==> src/rtl/subneg_pkg.sv <==
// Package: shared widths and types for the single-bit subtract-and-branch core.
// Assumes an instruction holds a partial target followed by two data addresses.
package subneg_pkg;
    parameter int PART_W  = 4;                       // partial jump target bits
    parameter int DADDR_W = 3;                       // data address bits
    localparam int IADDR_W = PART_W + 1;             // full instruction address
    localparam int INSTR_W = PART_W + 2 * DADDR_W;   // instruction word bits

    // Instruction word: target in the top bits, then A, then B
    typedef struct packed {
        logic [PART_W-1:0]  part;
        logic [DADDR_W-1:0] src_a;
        logic [DADDR_W-1:0] dst_b;
    } insn_t;

    // Result pair latched ahead of the write phase
    typedef struct packed {
        logic diff;
        logic neg;
    } result_t;

    // One-hot phase slots
    typedef enum logic [2:0] {
        PH_FETCH = 3'b001,
        PH_READB = 3'b010,
        PH_WRITE = 3'b100
    } phase_e;
endpackage

==> src/rtl/subneg_phase_seq.sv <==
// Module: phase sequencer. Produces the three instruction phases from one
// clock, each one preceded by an idle cycle, so a full instruction takes six
// cycles. Assumes synchronous active-low reset; reset parks it idle before fetch.
module subneg_phase_seq
    import subneg_pkg::*;
(
    input  logic       clk,
    input  logic       rst_n,
    output logic [2:0] phase_act,
    output logic       pre_write
);
    logic [2:0] slot_q;
    logic       idle_q;

    // Alternate idle and active cycles; rotate the slot after each active one
    always_ff @(posedge clk) begin
        if (!rst_n) begin
            slot_q <= PH_FETCH;
            idle_q <= 1'b1;
        end else if (idle_q) begin
            idle_q <= 1'b0;
        end else begin
            idle_q <= 1'b1;
            slot_q <= {slot_q[1:0], slot_q[2]};
        end
    end

    // Qualify the slot by the active cycle and flag the cycle ahead of write
    always_comb begin
        phase_act = idle_q ? 3'b000 : slot_q;
        pre_write = idle_q && (slot_q == PH_WRITE);
    end

    assert_slot_onehot_R8: assert property (@(posedge clk) disable iff (!rst_n)
        $countones(slot_q) == 1);
    assert_active_then_idle_R5: assert property (@(posedge clk) disable iff (!rst_n)
        (phase_act != 3'b000) |=> (phase_act == 3'b000));
endmodule

==> src/rtl/subneg_alu.sv <==
// Module: one-bit subtractor. Gives the difference bit and the sign of B - A.
// Assumes both operands are single bits that are already latched and stable.
module subneg_alu
    import subneg_pkg::*;
(
    input  logic    op_a,
    input  logic    op_b,
    output result_t res
);
    // Difference bit and borrow-out sign of B minus A
    always_comb begin
        res.diff = op_a ^ op_b;
        res.neg  = op_a & ~op_b;
    end

    // A negative one-bit result always leaves a difference bit of 1
    always_comb begin
        assert_neg_implies_diff_R6: assert (!res.neg || res.diff);
    end
endmodule

==> src/rtl/subneg_datapath.sv <==
// Module: latches and address steering. Captures the instruction and the
// operands, holds the result pair and the instruction address, and drives the
// memory addresses. Assumes the stores return read data in the enabled cycle.
module subneg_datapath
    import subneg_pkg::*;
(
    input  logic               clk,
    input  logic               rst_n,
    input  logic [2:0]         phase_act,
    input  logic               pre_write,
    input  logic [INSTR_W-1:0] imem_rdata,
    input  logic               dmem_rdata,
    output logic [IADDR_W-1:0] pc,
    output logic [DADDR_W-1:0] dmem_addr,
    output logic               dmem_wdata
);
    insn_t   insn_q;
    insn_t   insn_in;
    logic    opa_q;
    logic    opb_q;
    result_t res_q;
    result_t res_d;
    logic [IADDR_W-1:0] pc_q;

    assign insn_in = insn_t'(imem_rdata);

    subneg_alu u_alu (
        .op_a (opa_q),
        .op_b (opb_q),
        .res  (res_d)
    );

    // Latch the instruction word and operand A in the fetch phase
    always_ff @(posedge clk) begin
        if (!rst_n) begin
            insn_q <= '0;
            opa_q  <= 1'b0;
        end else if (phase_act[0]) begin
            insn_q <= insn_in;
            opa_q  <= dmem_rdata;
        end
    end

    // Latch operand B in the second phase
    always_ff @(posedge clk) begin
        if (!rst_n)            opb_q <= 1'b0;
        else if (phase_act[1]) opb_q <= dmem_rdata;
    end

    // Capture the result pair in the idle cycle just before the write phase
    always_ff @(posedge clk) begin
        if (!rst_n)         res_q <= '0;
        else if (pre_write) res_q <= res_d;
    end

    // Form the next address from the partial target and the sign at write end
    always_ff @(posedge clk) begin
        if (!rst_n)            pc_q <= '0;
        else if (phase_act[2]) pc_q <= {insn_q.part, res_q.neg};
    end

    // Steer A from the arriving word in fetch, otherwise B from the latch
    always_comb begin
        pc         = pc_q;
        dmem_addr  = phase_act[0] ? insn_in.src_a : insn_q.dst_b;
        dmem_wdata = res_q.diff;
    end

    assert_equal_ops_write_zero_R9: assert property (@(posedge clk) disable iff (!rst_n)
        (phase_act[2] && insn_q.src_a == insn_q.dst_b) |-> (dmem_wdata == 1'b0));
    assert_pc_low_bit_R6: assert property (@(posedge clk) disable iff (!rst_n)
        $past(phase_act[2]) |-> (pc_q[0] == ($past(opa_q) & ~$past(opb_q))));
endmodule

==> src/rtl/subneg_core.sv <==
// Module: top of the single-bit subtract-and-branch core. Connects the phase
// sequencer to the datapath and decodes the phases into memory enables.
// Assumes external stores with a combinational read and a clocked write.
module subneg_core
    import subneg_pkg::*;
(
    input  logic                 clk,
    input  logic                 rst_n,
    output logic                 imem_rd_en,
    output logic [IADDR_W-1:0]   imem_addr,
    input  logic [INSTR_W-1:0]   imem_rdata,
    output logic                 dmem_rd_a_en,
    output logic                 dmem_rd_b_en,
    output logic                 dmem_wr_en,
    output logic [DADDR_W-1:0]   dmem_addr,
    output logic                 dmem_wdata,
    input  logic                 dmem_rdata,
    output logic                 proc_id
);
    logic [2:0]         phase_act;
    logic               pre_write;
    logic [IADDR_W-1:0] pc;

    subneg_phase_seq u_seq (
        .clk       (clk),
        .rst_n     (rst_n),
        .phase_act (phase_act),
        .pre_write (pre_write)
    );

    subneg_datapath u_dp (
        .clk        (clk),
        .rst_n      (rst_n),
        .phase_act  (phase_act),
        .pre_write  (pre_write),
        .imem_rdata (imem_rdata),
        .dmem_rdata (dmem_rdata),
        .pc         (pc),
        .dmem_addr  (dmem_addr),
        .dmem_wdata (dmem_wdata)
    );

    // Decode the active phase into memory strobes and the task indicator
    always_comb begin
        imem_rd_en   = phase_act[0];
        dmem_rd_a_en = phase_act[0];
        dmem_rd_b_en = phase_act[1];
        dmem_wr_en   = phase_act[2];
        imem_addr    = pc;
        proc_id      = pc[IADDR_W-1];
    end

    assert_quiet_in_reset_R1: assert property (@(posedge clk)
        !rst_n |=> !(imem_rd_en || dmem_rd_a_en || dmem_rd_b_en || dmem_wr_en));
    assert_single_data_access_R8: assert property (@(posedge clk) disable iff (!rst_n)
        $onehot0({dmem_rd_a_en, dmem_rd_b_en, dmem_wr_en}));
    assert_readb_after_fetch_R4: assert property (@(posedge clk) disable iff (!rst_n)
        dmem_rd_b_en |-> $past(dmem_rd_a_en, 2));
    assert_write_after_readb_R5: assert property (@(posedge clk) disable iff (!rst_n)
        dmem_wr_en |-> $past(dmem_rd_b_en, 2));
    assert_task_switch_at_write_R7: assert property (@(posedge clk) disable iff (!rst_n)
        !$stable(proc_id) |-> $past(dmem_wr_en));
endmodule

==> config.mk <==
export PLATFORM = sky130hd
export DESIGN_NAME = subneg_core
export DESIGN_NICKNAME = d
export VERILOG_FILES = /design/src/rtl/subneg_pkg.sv /design/src/rtl/subneg_phase_seq.sv /design/src/rtl/subneg_alu.sv /design/src/rtl/subneg_datapath.sv /design/src/rtl/subneg_core.sv
export SDC_FILE = /design/constraint.sdc
export NUM_CORES = 1
export LEC_CHECK = 0
export ABC_CLOCK_PERIOD_IN_PS = 1200
export BUFFER_PORTS_ARGS = -buffer_cell sky130_fd_sc_hd__buf_2
export CAP_MARGIN = 5
export CORE_UTILIZATION = 38
export DETAILED_ROUTE_END_ITERATION = 16
export PLACE_DENSITY = 0.65
export SLEW_MARGIN = 20
export SYNTH_ARGS = -nofsm -noshare
export SYNTH_HDL_FRONTEND = slang
export SYNTH_SLANG_ARGS = --single-unit
==> constraint.sdc <==
create_clock -name clk -period 1.2 [get_ports clk]
set_clock_uncertainty 0.15 [all_clocks]
set_input_delay 0.06 -clock clk [delete_from_list [all_inputs] [get_ports clk]]
set_output_delay 0.06 -clock clk [all_outputs]
set_load 0.005 [all_outputs]
* Word level (Yosys, flattened, before mapping)
Cells that the tools add are included.
** Word-level totals
- Flip-flop bits (word level) :: 20
- Bits in latches :: 0
- RAM bits :: 0
- Bits in read-only memories :: 0
- Input bits :: 13
- Output and inout port bits :: 14
- Memories kept :: 0
** Cells by class
- $add $sub $neg :: 0
- Multipliers :: 0
- Div/mod/pow operators :: 0
- Order comparisons :: 0
- Equality and inequality tests :: 1
- Shifts and indexed selects :: 0
- Muxes and demuxes :: 3
- Bitwise operators :: 3
- Reductions and logical operators :: 1
** Operator list (number)
- 3-bit 2-to-1 mux :: 2
- 3-bit equality test, second input constant :: 1
- 1-bit bitwise AND :: 1
- 1-bit logical AND :: 1
- 1-bit 2-to-1 mux :: 1
- 1-bit NOT :: 1
- 1-bit XOR :: 1

* Depth between registers and ports, before layout
- Depth after elaboration :: 2
- Gate-level depth with buffers :: 6
- Mapped depth without buffers :: 4

* Hierarchy
Synthesis repeated with hierarchy kept, for this count alone.
** Unflattened totals
- Cells, all modules :: 81
- Area total of the unflattened synthesis :: 825.8 µm²
** By module, submodules not included
- subneg_datapath :: instances 1, cells each 60, area each 635.6 µm²
- subneg_phase_seq :: instances 1, cells each 16, area each 155.1 µm²
- subneg_alu :: instances 1, cells each 3, area each 20.0 µm²
- subneg_core :: instances 1, cells each 2, area each 15.0 µm²

* Worst setup path after synthesis
Ideal clock, no wire load.
- Kind :: flip-flop to flip-flop
- From :: reg u_seq.idle_q
- To :: reg u_dp.opa_q
- Setup time :: 0.118 ns
- Data arrival time :: 0.911 ns
- Data required time :: 0.932 ns
- Slack :: 0.021 ns
- Stages on the path, launching flop included :: 7
- Path buffers :: 2
- Period minus slack after synthesis :: 1.179 ns
- Cells stage by stage :: dfxtp_1 > nand2b_1 > buf_6 > inv_6 > buf_12 > nand2_1 > a21boi_2
** On the way
- Longest elaborated chain between the ends :: 1
** RTL lines
- from (decl) :: line subneg_phase_seq.sv:13 : logic idle_q;
- from (signal assigned) :: line subneg_phase_seq.sv:19 : idle_q <= 1'b1;
- from (signal assigned) :: line subneg_phase_seq.sv:21 : idle_q <= 1'b0;
- from (signal assigned) :: line subneg_phase_seq.sv:23 : idle_q <= 1'b1;
- 3-bit 2-to-1 mux :: line subneg_phase_seq.sv:30 : phase_act = idle_q ? 3'b000 : slot_q;
- via dmem_rd_a_en :: line subneg_core.sv:12 : output logic dmem_rd_a_en,
- to (signal assigned) :: line subneg_datapath.sv:40 : opa_q <= dmem_rdata;
- to (decl) :: line subneg_datapath.sv:19 : logic opa_q;
The timed path passes the listed nets, and every way through them passes these cells.
A chain may end at the register's enable or synchronous reset.

* Worst setup path in the final report
- From :: reg u_seq.idle_q
- To :: out dmem_rd_b_en
** On the way
- Longest elaborated chain between the ends :: 1
** RTL lines
- 3-bit 2-to-1 mux :: line subneg_phase_seq.sv:30
- to (decl) :: line subneg_core.sv:13 : output logic dmem_rd_b_en,
Every way passes these cells.

==> flow_summary.toml <==
[run_status]
status = "complete, but fails checks"
violations = "setup timing"

[synthesis]
synth_top_area_frac = 0.473
ys_warn_count = 0
synthTopCellsByCount = "nand2_1, dfxtp_1, a21boi_0"
syn-instance-count = 93
ys_ff_latch = 20
yosysUniqueCellTypes = 23
netlist_area_sq_um = 847
yosys-top-cells-area = "dfxtp_1, nand2_1, a21boi_2"
ys.flop_type = "dfxtp_1"
ys_seq_area_frac = 0.473
synth_nets = 107
async_flop_share = 0
synth_edf_count = 0
syn_area_per_cell_sq_um = 9.11
yosys.area.top_type = "dfxtp_1"
yosysMostFrequentCell = "nand2_1"

[power]
switchingPower_uw = 316
p_seq_frac = 0.545
power.density_nw_per_um2 = 1100
switching_share = 0.244
ir_worst_vdd_mv = 0.566
p_comb_frac = 0.144
power_frac_clock = 0.311
p_int_uw = 980
leakage_uw = 0.000551

[final_layout]
antenna_cells = 0
fin_nets = 149
syn_to_final_growth_pct = 39.4
drive_above_1_share = 0.433
fin_cells = 161

[worst_setup_path]
rr_startpoint = "u_seq.idle_q"
r2r-end = "u_dp.opb_q"
cp_max_fo = 7
critPathLaunchType = "register"
cp.arrival_ns = 1.16
cpMaxStageDelayCell = "dfxtp_4"
cp_cell_sequence = "buf_4 > and2b_2 > buf_2"
crit_type = "reg -> out"
r2r_slack_ns = -0.11
max_stage_delay_ns = 0.36
worstRegToRegCells = 5
cp-end-kind = "primary output"
required_ns = 0.99

[clock_tree]
clock_latency_ns = 0.30
cts.path.max_buffers = 2
clock_sinks = 20
cts_root_buf = "clkbuf_4"
cts_made_buffers = 3
h-tree-depth = 1
cts_tree = "yes"
clkTransAtPathRegs_ns = 0.12

[floorplanning]
initial_utilization = 0.419
design.core.area_sq_um = 2020
io_pins = 27
dieHeight_microns = 49.2
die_area_sq_um = 2420
rows = 16
die_x_microns = 49.2

[routing]
via_count = 719
routedWlPerCell_microns = 10.6
viasPerCell = 4.47
firstDrtPassIters = 2
wirelength_mm = 1.70
drtIter0Drc = 3
drc = 0
postRouteAntennaNets = 0

[flow_run]
max_cap_violations = 0

[global_route]
grt_max_degree = 22
grt_antenna_before_repair = 0
grt_pass1_vias = 741
grt_pass1_wl_mm = 3.04
grtUsageTotal = 0.161
grt_overflow = 0

[sta]
worst_slack_ns = -0.169
final.period_utilization = 1.14
max_freq_mhz = 730
finalSetupViolations = 9
worst_hold_slack_ns = 0.237
slew_viol_final = 0
fin_crit_ns = 1.37
rsz0062_at_grt = "yes"
worst_pin_slew_ns = 0.307
relSlewSlack = 0.795
finalHoldViolations = 0

[worst_hold_path]
hold_depth = 4
hold_start = "imem_rdata[3]"
min_path_type = "in -> out"
min_to = "dmem_addr[0]"

[place]
place.gp.congestion = 0.684
place_hpwl_mm = 1.10
placed_cells = 142
io_buffers = 26
[worst max-delay path by stage]
stage	start	to	slack [ns]
finish	u_seq.idle_q	dmem_rd_b_en	-0.17
global route	u_seq.idle_q	dmem_rd_b_en	-0.21
CTS	u_seq.idle_q	dmem_addr[0]	-0.19
detailed placement	u_seq.idle_q	dmem_addr[2]	-0.03
global placement	u_seq.idle_q	dmem_addr[0]	0.02
floorplan	u_seq.idle_q	u_dp.opa_q	0.02
[per-layer routing]
| metal | global-route usage | vias to the layer above | part of all wire |
|---|---|---|---|
| met5 | 0 | - | 0 |
| met4 | 0.0735 | 0 | 0.0076 |
| met3 | 0.0312 | 2 | 0.036 |
| met2 | 0.313 | 15 | 0.54 |
| met1 | 0.161 | 323 | 0.42 |
| li1 | - | 379 | - |
[power by group through the flow]
| stage | logic, uW | clock network (uW) | registers, uW |
|---|---|---|---|
| after CTS | 192 | 400 | 704 |
| after global routing | 206 | 439 | 709 |
| after detailed placement | 133 | 0 | 721 |
| after floorplan | 103 | 0 | 716 |
| after global placement | 131 | 0 | 720 |
| final | 187 | 403 | 706 |
[worst max-delay path, delay by kind of cell, from the launching register on]
family                 cells  cell delay, ns
flip-flops                 1            0.36
buffers and inverters      2            0.26
AND/OR/NAND/NOR            1            0.24
[repair_timing]
action	in CTS	in global routing
resized for setup	17	3
hold buffers	9	0
endpoints found under the hold margin	13	0
buffers inserted	7	0
pin swaps	5	1
setup endpoints to repair	13	23
[layout by cell type, fill, tap and decap left out, types with 2 or more instances in the layout]
| master | instances |
|---|---|
| dfxtp_1 | 18 |
| clkbuf_4 | 3 |
| dlygate4sd3_1 | 9 |
| buf_4 | 7 |
| nand2_2 | 5 |
| a21boi_1 | 5 |
| buf_2 | 26 |
| a21boi_0 | 3 |
| nand2b_4 | 2 |
| a21boi_2 | 6 |
| nand2_1 | 32 |
[state kept, by name, summed over array words and instances, names as in the netlist]
register	cells
u_dp.pc	5
u_dp.opb_q	1
u_dp.res_q	1
u_dp.opa_q	1
u_dp.dmem_wdata	1
u_dp.insn_q	7
u_seq.idle_q	1
u_seq.slot_q	3
[through the flow]
step	utilization	TNS [ns]	power [uW]	cell area [sq um]	worst slack, ns
CTS	0.585	-1.12	1300	1180	-0.186
global placement	0.481	0	850	972	0.0180
detailed placement	0.481	-0.0879	854	972	-0.0283
floorplan	-	0	820	847	0.0207
global route	0.584	-1.54	1350	1180	-0.214
finish	0.584	-0.891	1300	1180	-0.169
[cell families (layout without fill, tap and decap cells)]
group,Yosys count,after routing,synth area share
AND/OR/NAND/NOR,45,45,0.241
multiplexers,1,1,0.0118
flip-flops,20,20,0.473
AO/OA/AOI/OAI,17,17,0.177
buffers and inverters,9,50,0.0827
adder cells (fa/ha/maj),1,1,0.0148
[cell type report]
| class | instances | area, sq um |
|---|---|---|
| inverters | 3 | 21.3 |
| clock buffers | 4 | 36.3 |
| fillers | 189 | 841 |
| repair buffers | 43 | 284 |
| multi-input cells | 64 | 400 |
| flip-flops and latches | 20 | 405 |
| well taps | 27 | 33.8 |
Note: power is estimated with default switching activity, not from simulation.
